### config.mk
export PLATFORM = sky130hd
export DESIGN_NAME = hclk_gen
export DESIGN_NICKNAME = d
export VERILOG_FILES = /design/src/rtl/hclk_pkg.sv /design/src/rtl/hclk_phase_ctr.sv /design/src/rtl/hclk_cfg_shadow.sv /design/src/rtl/hclk_edge_wave.sv /design/src/rtl/hclk_gen.sv
export SDC_FILE = /design/constraint.sdc
export NUM_CORES = 1
export LEC_CHECK = 0
export ABC_AREA = 1
export BUFFER_PORTS_ARGS = -buffer_cell sky130_fd_sc_hd__buf_2
export CAP_MARGIN = 25
export CORE_ASPECT_RATIO = 2
export CORE_MARGIN = 8
export CORE_UTILIZATION = 55
export DETAILED_ROUTE_END_ITERATION = 10
export HOLD_SLACK_MARGIN = 0.15
export PLACE_DENSITY_LB_ADDON = 0.3
export SLEW_MARGIN = 20
export SYNTH_ARGS = -nofsm -noshare
export SYNTH_HDL_FRONTEND = slang
export SYNTH_SLANG_ARGS = --single-unit
export TNS_END_PERCENT = 50
### constraint.sdc
create_clock -name clk -period 15.7 [get_ports clk]
set_input_delay 1.57 -clock clk [delete_from_list [all_inputs] [get_ports clk]]
set_output_delay 1.57 -clock clk [all_outputs]
set_load 0.005 [all_outputs]
### src/rtl/hclk_pkg.sv
`timescale 1ns/1ps
package hclk_pkg;
  localparam logic [2:0] HM_COPY_INV = 3'b001;
  localparam logic [2:0] HM_TWO_BASE = 3'b010;
  localparam logic [2:0] HM_SPLIT    = 3'b100;

  localparam int NUM_CH  = 5;   // H1 base, H2 base, H5 base, HL, RG
  localparam int NUM_H   = 8;
  localparam int NUM_DRV = 10;  // H1..H8, HL, RG
  localparam int CH_A  = 0;
  localparam int CH_B  = 1;
  localparam int CH_C  = 2;
  localparam int CH_HL = 3;
  localparam int CH_RG = 4;

  function automatic logic hmode_ok(input logic [2:0] m);
    return (m == HM_COPY_INV) || (m == HM_TWO_BASE) || (m == HM_SPLIT);
  endfunction

  // bit 0 = H1 ... bit 7 = H8
  function automatic logic [NUM_H-1:0] hmap(input logic [2:0] m,
                                            input logic a, input logic b,
                                            input logic c);
    case (m)
      HM_COPY_INV: hmap = {~a, a, ~a, a, ~a, a, ~a, a};
      HM_TWO_BASE: hmap = { b, a,  b, a,  b, a,  b, a};
      HM_SPLIT:    hmap = {~c, c, ~c, c, ~a, a, ~a, a};
      default:     hmap = '0;
    endcase
  endfunction
endpackage

### src/rtl/hclk_phase_ctr.sv
`timescale 1ns/1ps
module hclk_phase_ctr #(
  parameter int W = 6
) (
  input  logic         clk,
  input  logic         rst,
  output logic [W-1:0] phase,
  output logic         last
);
  always_ff @(posedge clk) begin
    if (rst) phase <= '0;
    else     phase <= phase + 1'b1;
  end

  assign last = &phase;
endmodule

### src/rtl/hclk_cfg_shadow.sv
`timescale 1ns/1ps
module hclk_cfg_shadow #(
  parameter int W = 8
) (
  input  logic         clk,
  input  logic         load,
  input  logic [W-1:0] d,
  output logic [W-1:0] q
);
  always_ff @(posedge clk) begin
    if (load) q <= d;
  end
endmodule

### src/rtl/hclk_edge_wave.sv
`timescale 1ns/1ps
module hclk_edge_wave #(
  parameter int W = 6
) (
  input  logic         clk,
  input  logic         rst,
  input  logic [W-1:0] phase,
  input  logic [W-1:0] rise,
  input  logic [W-1:0] fall,
  output logic         wave_nxt,
  output logic         wave
);
  logic distinct;
  assign distinct = (rise != fall);

  always_comb begin
    wave_nxt = wave;
    if (distinct && phase == rise)      wave_nxt = 1'b1;
    else if (distinct && phase == fall) wave_nxt = 1'b0;
  end

  always_ff @(posedge clk) begin
    if (rst) wave <= 1'b0;
    else     wave <= wave_nxt;
  end
endmodule

### src/rtl/hclk_gen.sv
`timescale 1ns/1ps
module hclk_gen #(
  parameter int PHASE_W = 6,
  parameter int DRV_W   = 3
) (
  input  logic                                  clk,
  input  logic                                  rst,
  input  logic [hclk_pkg::NUM_CH*PHASE_W-1:0]   rise_pos,
  input  logic [hclk_pkg::NUM_CH*PHASE_W-1:0]   fall_pos,
  input  logic [hclk_pkg::NUM_CH-1:0]           pol,
  input  logic [PHASE_W-1:0]                    shp_pos,
  input  logic [PHASE_W-1:0]                    shd_pos,
  input  logic [2:0]                            hmode,
  input  logic [hclk_pkg::NUM_DRV*DRV_W-1:0]    drv_code,
  output logic [hclk_pkg::NUM_H-1:0]            h_out,
  output logic                                  hl_out,
  output logic                                  rg_out,
  output logic                                  shp_out,
  output logic                                  shd_out,
  output logic [hclk_pkg::NUM_DRV-1:0]          oe,
  output logic                                  mode_err,
  output logic                                  pix_start
);
  import hclk_pkg::*;

  localparam int POS_W = NUM_CH * PHASE_W;
  localparam int DRV_T = NUM_DRV * DRV_W;
  localparam int CFG_W = 2 * POS_W + NUM_CH + 2 * PHASE_W + 3 + DRV_T;

  logic [PHASE_W-1:0] phase;
  logic               last;
  logic [CFG_W-1:0]   cfg_in, cfg_act;

  hclk_phase_ctr #(.W(PHASE_W)) u_ctr (
    .clk(clk), .rst(rst), .phase(phase), .last(last)
  );

  // settings are copied at the wrap edge so position 0 already uses them
  assign cfg_in = {hmode, drv_code, shd_pos, shp_pos, pol, fall_pos, rise_pos};

  hclk_cfg_shadow #(.W(CFG_W)) u_shadow (
    .clk(clk), .load(rst | last), .d(cfg_in), .q(cfg_act)
  );

  logic [POS_W-1:0]   act_rise, act_fall;
  logic [NUM_CH-1:0]  act_pol;
  logic [PHASE_W-1:0] act_shp, act_shd;
  logic [DRV_T-1:0]   act_drv;
  logic [2:0]         act_mode;

  assign {act_mode, act_drv, act_shd, act_shp, act_pol, act_fall, act_rise} = cfg_act;

  logic [NUM_CH-1:0] wave_nxt, wave_q, shaped;

  for (genvar c = 0; c < NUM_CH; c++) begin : g_ch
    hclk_edge_wave #(.W(PHASE_W)) u_wave (
      .clk      (clk),
      .rst      (rst),
      .phase    (phase),
      .rise     (act_rise[c*PHASE_W +: PHASE_W]),
      .fall     (act_fall[c*PHASE_W +: PHASE_W]),
      .wave_nxt (wave_nxt[c]),
      .wave     (wave_q[c])
    );
    assign shaped[c] = act_pol[c] ? wave_nxt[c] : ~wave_nxt[c];
  end

  logic [NUM_DRV-1:0] oe_nxt;
  for (genvar k = 0; k < NUM_DRV; k++) begin : g_oe
    assign oe_nxt[k] = |act_drv[k*DRV_W +: DRV_W];
  end

  always_ff @(posedge clk) begin
    if (rst) begin
      h_out     <= '0;
      hl_out    <= 1'b0;
      rg_out    <= 1'b0;
      shp_out   <= 1'b0;
      shd_out   <= 1'b0;
      oe        <= '0;
      mode_err  <= 1'b0;
      pix_start <= 1'b0;
    end else begin
      h_out     <= hmap(act_mode, shaped[CH_A], shaped[CH_B], shaped[CH_C]);
      hl_out    <= shaped[CH_HL];
      rg_out    <= shaped[CH_RG];
      shp_out   <= (phase == act_shp);
      shd_out   <= (phase == act_shd);
      oe        <= oe_nxt;
      mode_err  <= ~hmode_ok(act_mode);
      pix_start <= (phase == '0);
    end
  end
endmodule

# Word-level counts from Yosys, hierarchy flattened

Index checks and enable logic that the tools add are counted.

$add $sub $neg: 1
Multipliers: 0
Div/mod/pow operators: 0
Order comparisons: 0
Equal/unequal tests: 20
Shift operators: 0
Muxes and demuxes: 16
Bitwise operators: 9
Reduce and logical (&&, ||, !) cells: 24

Operators by type and width:

| operator                                            | count |
|---|---|
| equality test 6 bit                                 | 12 |
| != test 6 bit                                       | 5 |
| OR reduction 3 bit                                  | 10 |
| case mux 8 bit (3 select lines)                     | 1 |
| 2-to-1 mux 1 bit                                    | 15 |
| logical AND 1 bit                                   | 10 |
| inverter 1 bit                                      | 8 |
| adder 6 x 1 -> 6 bit, second input constant         | 1 |
| zero test 6 bit                                     | 1 |
| AND reduction 6 bit                                 | 1 |
| equality test 3 x 1 -> 1 bit, second input constant | 1 |
| equality test 3 x 2 -> 1 bit, second input constant | 1 |
| equality test 3 bit, second input constant          | 1 |
| logical OR 1 bit                                    | 2 |
| bitwise OR 1 bit                                    | 1 |

Register bits: 145
Latch bits: 0
RAM bits: 0
Memory bits (read-only): 0
Input port bits: 112
Output and inout bits: 24
Logic and storage cells: 85
Memories kept: 0

# Logic depth before layout (Yosys ltp)

Depth after elaboration: 8
Mapped depth: 16
Gate-level depth less buffers: 14

# Cells and area by module

From an unflattened synthesis, not the netlist that was laid out.

Cells, all modules: 650
Area total of the unflattened synthesis: 6,233.5 µm²

Modules (own cells, without submodules):

| module          | instances | cells an instance | area each (µm²) | seq. area each (µm²) |
|---|---|---|---|---|
| hclk_cfg_shadow | 1         | 110               | 3,303.2         | 3,303.2 |
| hclk_edge_wave  | 5         | 74                | 342.8           | 20.0 |
| hclk_gen        | 1         | 136               | 959.7           | 400.4 |
| hclk_phase_ctr  | 1         | 34                | 256.5           | 120.1 |

# Worst setup path before layout

No wires, ideal clock.

Kind: reg-to-reg
From: reg u_ctr.phase[2]
To: reg u_shadow.q[0] (enable)
Library setup time: 0.731 ns
Arrival: 8.396 ns
Data required time: 14.969 ns
Path slack: 6.573 ns
Stages on the path, launching flop included: 4
Buffers on the path: 1
Period minus slack after synthesis: 9.127 ns
Path through: dfxtp_1 buf_6 nand4_1 o21ai_0

Cells in the longest elaborated chain, start to end: 2

RTL lines:

| item                    | line                  | text |
|---|---|---|
| start, declared         | hclk_phase_ctr.sv:7   | `output logic [W-1:0] phase,` |
| start signal, assigned  | hclk_phase_ctr.sv:12  | `else phase <= phase + 1'b1;` |
| AND reduction 6 bit     | hclk_phase_ctr.sv:15  | `assign last = &phase;` |
| bitwise OR 1 bit        | hclk_gen.sv:42        | `.clk(clk), .load(rst \| last), .d(cfg_in), .q(cfg_act)` |
| named net u_shadow.load | hclk_cfg_shadow.sv:6  | `input logic load,` |
| end signal, assigned    | hclk_cfg_shadow.sv:11 | `if (load) q <= d;` |
| end, declared           | hclk_cfg_shadow.sv:8  | `output logic [W-1:0] q` |

The timed path passes the listed nets, and every way through them passes these cells.
A chain may end at the register's enable or synchronous reset.

# Worst setup path in the final report

From: in rst
To: reg u_shadow.q[99] (enable)

Cells in the longest elaborated chain, start to end: 1

RTL lines:

| item                    | line                 | text |
|---|---|---|
| start, declared         | hclk_gen.sv:7        | `input logic rst,` |
| bitwise OR 1 bit        | hclk_gen.sv:42       |  |
| named net u_shadow.load | hclk_cfg_shadow.sv:6 |  |

The timed path passes the listed nets, and every way through them passes these cells.

==> impl_results.md <==
- Setup Skew: 0.00809 ns
- Iter 0 DRT Violations: 211
- Post-DR wirelength/cell: 14.3 um
- Num CTS Buffers: 17
- DR vias: 4,190
- Hold Path Class: reg2reg
- Final period util: 0.197
- Mapped Area: 0.00599 mm^2
- Max_cap viols: 0
- Nets: 811
- DP Cell Count: 818
- Drt pass-1 iters: 5
- I/O pin count: 136
- Min-delay src: u_shadow.q[79]$_DFFE_PP_
- Fillers: 800
- Finished Layout Cells: 852
- Register area: 0.00392 mm^2
- CTS Root Buffer Type: clkbuf_16
- Cell family with most CP delay: buffers and inverters
- Post-synthesis sequential area ratio: 0.656
- First-pass GRT wire length: 19.8 mm
- Status: finished, final reports clean
- Placer Congestion: 0.824
- Top cells by area, synth: edfxtp_1 55%, dfxtp_1 10%, nand2_1 8.8%
- Final-report max-slew violation count: 0
- Cell row count: 54
- Largest net degree at the start of global routing: 68
- DRT met1 WL: 4.76 mm
- Syn nets: 672
- Routed wire length: 12.2 mm
- Vias per cell: 4.92
- Number of global-route vias before repair: 4,439
- Hold depth: 2
- Die width: 89.8 um
- Avg Cell Area, Syn: 10.7 um^2
- Grt total ovfl: 0
- RSZ-0062 raised after global routing: false
- Met3 WL: 676 um
- Power density cells: 123 mW/mm^2
- Proportion of layout cells with a drive suffix above 1: 0.266
- Worst setup SP type: input port
- Max-slew headroom: 0.476
- Least-Margin Pin Slew: 0.786 ns
- Critical Path RT: 15.73 ns
- Design Power: 0.000905 W
- CP Class: in2reg
- Leak pwr: 3.29 nW
- ANT nets after route: 0
- Detailed Place HPWL: 8.70 mm
- Hold EP: oe[0]$_SDFF_PP0_
- Final core utilization: 0.684
- Clk buf depth: 2
- Register bit total from synthesis: 141
- Die H: 164 um
- Worst path buffer plus inverter count: 3
- Crit-path cells: buf_2 -> inv_1 -> o21ai_4 -> buf_4
- CTS Hold Bufs: 0
- Core area: 0.0107 mm^2
- Residual DRC: 0
- Final hold vios: 0
- Final hold slack: 0.454 ns
- Area leader, netlist: edfxtp_1
- Crit path time final: 3.10 ns
- WP data arrival: 3.14 ns
- Input/output buffers: 135
- CTS tree: done
- Cts repair resizes: 0
- Initial core utilization: 0.557
- Logic depth of the worst register-to-register path: 4
- Reg2reg start: u_ctr.phase[1]$_SDFF_PP0_
- Worst VDD drop: 103 uV
- Met2 wire length: 6.43 mm
- Setup crit end kind: register
- R2r endpoint: u_shadow.q[99]$_DFFE_PP_
- Largest stage delay, worst path: 0.64 ns
- CTS H-tree depth: 4
- Clk sink count: 141
- Layout area overhead: 22.8%
- Clk pin slew, worst setup/hold paths: 0.06 ns
- Post-synth cell types: 33
- Initial antenna violation count: 2
- R2r setup slk: 13.11 ns
- Final setup fails: 0
- Gate Count Post-Synth: 558
- GRT Overall Usage: 0.170
- Worst-Skew Late Latency: 0.41 ns
- Post-synth top area share: 0.552
- FMAX: 323 MHz
- Area of the multi-input gates: 0.00174 mm^2
- Die area: 0.0147 mm^2
- Max Used Layer: met4
- Critical path fanouts, max: 67
- Syn. warnings: 0
- Setup TNS: 0 ns
- Post-CTS setup buffers: 0
- Slowest stage cell, crit path: buf_4
==> worst register-to-register path: cells and delay by family (launching register included) <==
kind | cells | cell delay [ns]
simple gates | 1 | 0.18
buf+inv | 1 | 0.64
fa+ha+maj | 1 | 0.33
compound gates | 1 | 0.22
flops | 1 | 0.82
==> area by class of cell <==
type | count | share of cell area
Multi-Input combinational cell | 344 | 0.236
Tap cell | 140 | 0.0238
Clock inverter | 15 | 0.0250
Sequential cell | 141 | 0.534
Inverter | 56 | 0.0289
Timing Repair Buffer | 137 | 0.0939
Antenna cell | 2 | 0.000681
Clock buffer | 17 | 0.0579
==> worst max path at each step <==
stage | start | end | slack, ns | cells past startpoint
2_1_floorplan | u_ctr.phase[2]$_SDFF_PP0_ | u_shadow.q[0]$_DFFE_PP_ | 6.57 | 3
3_3_place_gp | rst | u_shadow.q[102]$_DFFE_PP_ | 12.20 | 4
3_5_place_dp | rst | u_shadow.q[102]$_DFFE_PP_ | 12.16 | 4
4_1_cts | rst | u_shadow.q[61]$_DFFE_PP_ | 12.60 | 4
5_1_grt | rst | u_shadow.q[100]$_DFFE_PP_ | 12.46 | 4
6_report | rst | u_shadow.q[99]$_DFFE_PP_ | 12.60 | 4
==> layout by cell type, fill, tap and decap left out, types with 3 or more instances in the layout <==
master / Yosys / final
a21oi_1: 11 / 11
buf_2: 3 / 135
bufinv_16: 0 / 3
clkbuf_16: 0 / 17
clkinvlp_4: 0 / 3
dfxtp_1: 31 / 31
edfxtp_1: 110 / 110
inv_1: 52 / 52
inv_2: 3 / 3
inv_6: 0 / 5
nand2_1: 141 / 141
nand2_2: 5 / 5
nand3_1: 21 / 21
nand3_2: 3 / 3
nand4_1: 11 / 11
nor2_1: 58 / 58
nor3_1: 18 / 18
nor4_1: 4 / 4
o21ai_0: 9 / 8
o22ai_1: 4 / 4
or2_2: 7 / 7
xnor2_1: 12 / 12
xor2_1: 29 / 29
==> metrics by stage <==
stage / instance area [um^2] / worst slack [ns]
final: 7350 / 12.60
after global routing: 7350 / 12.46
after CTS: 7350 / 12.60
after detailed placement: 6740 / 12.16
after global placement: 6740 / 12.20
after floorplan: 5990 / 6.57
==> registers in the layout (all words and copies together), names as in the netlist, 4 cells and up <==
register,flops
g_ch.u_wave.wave,5
oe,10
h_out,4
u_shadow.q,110
u_ctr.phase,6
==> cell usage after synthesis (all sizes together) <==
cell     instances
clkbuf           3
xor2            29
o211a            1
nor3            18
a2111oi          1
inv             56
xnor2           12
o21ai            9
a31oi            1
nor3b            1
edfxtp         110
nand2          147
or2              8
buf             14
o22ai            4
a211oi           1
nand3           24
a21oi           12
dfxtp           31
nor4             4
a221oi           1
nand4           11
nor2            58
ha               2
==> metal layers <==
metal | track usage | vias to the layer above
met4 | 0.102 | 0
met5 | 0 | -
met2 | 0.299 | 144
li1 | - | 2125
met3 | 0.0428 | 24
met1 | 0.179 | 1897
==> logic make-up (layout without fill, tap and decap cells) <==
family,count (synthesis),in the layout,synth area share
adders and majority gates,2,2,0.00418
and+or+nand+nor,271,271,0.195
DFF,141,141,0.656
xor gates and xnor gates,41,41,0.0600
buffers and inverters,73,225,0.0562
AOI/OAI and AO/OA,30,30,0.0293
other,0,2,0
==> report_power, final <==
| part | leakage (nW) | internal, W | switching [W] |
|---|---|---|---|
| Sequential | 1.33 | 0.000425 | 0.0000149 |
| Clock | 0.288 | 0.000252 | 0.000154 |
| Combinational | 1.67 | 0.0000283 | 0.0000306 |
| Total | 3.29 | 0.000706 | 0.000199 |
Note: power is estimated with default switching activity, not from simulation.
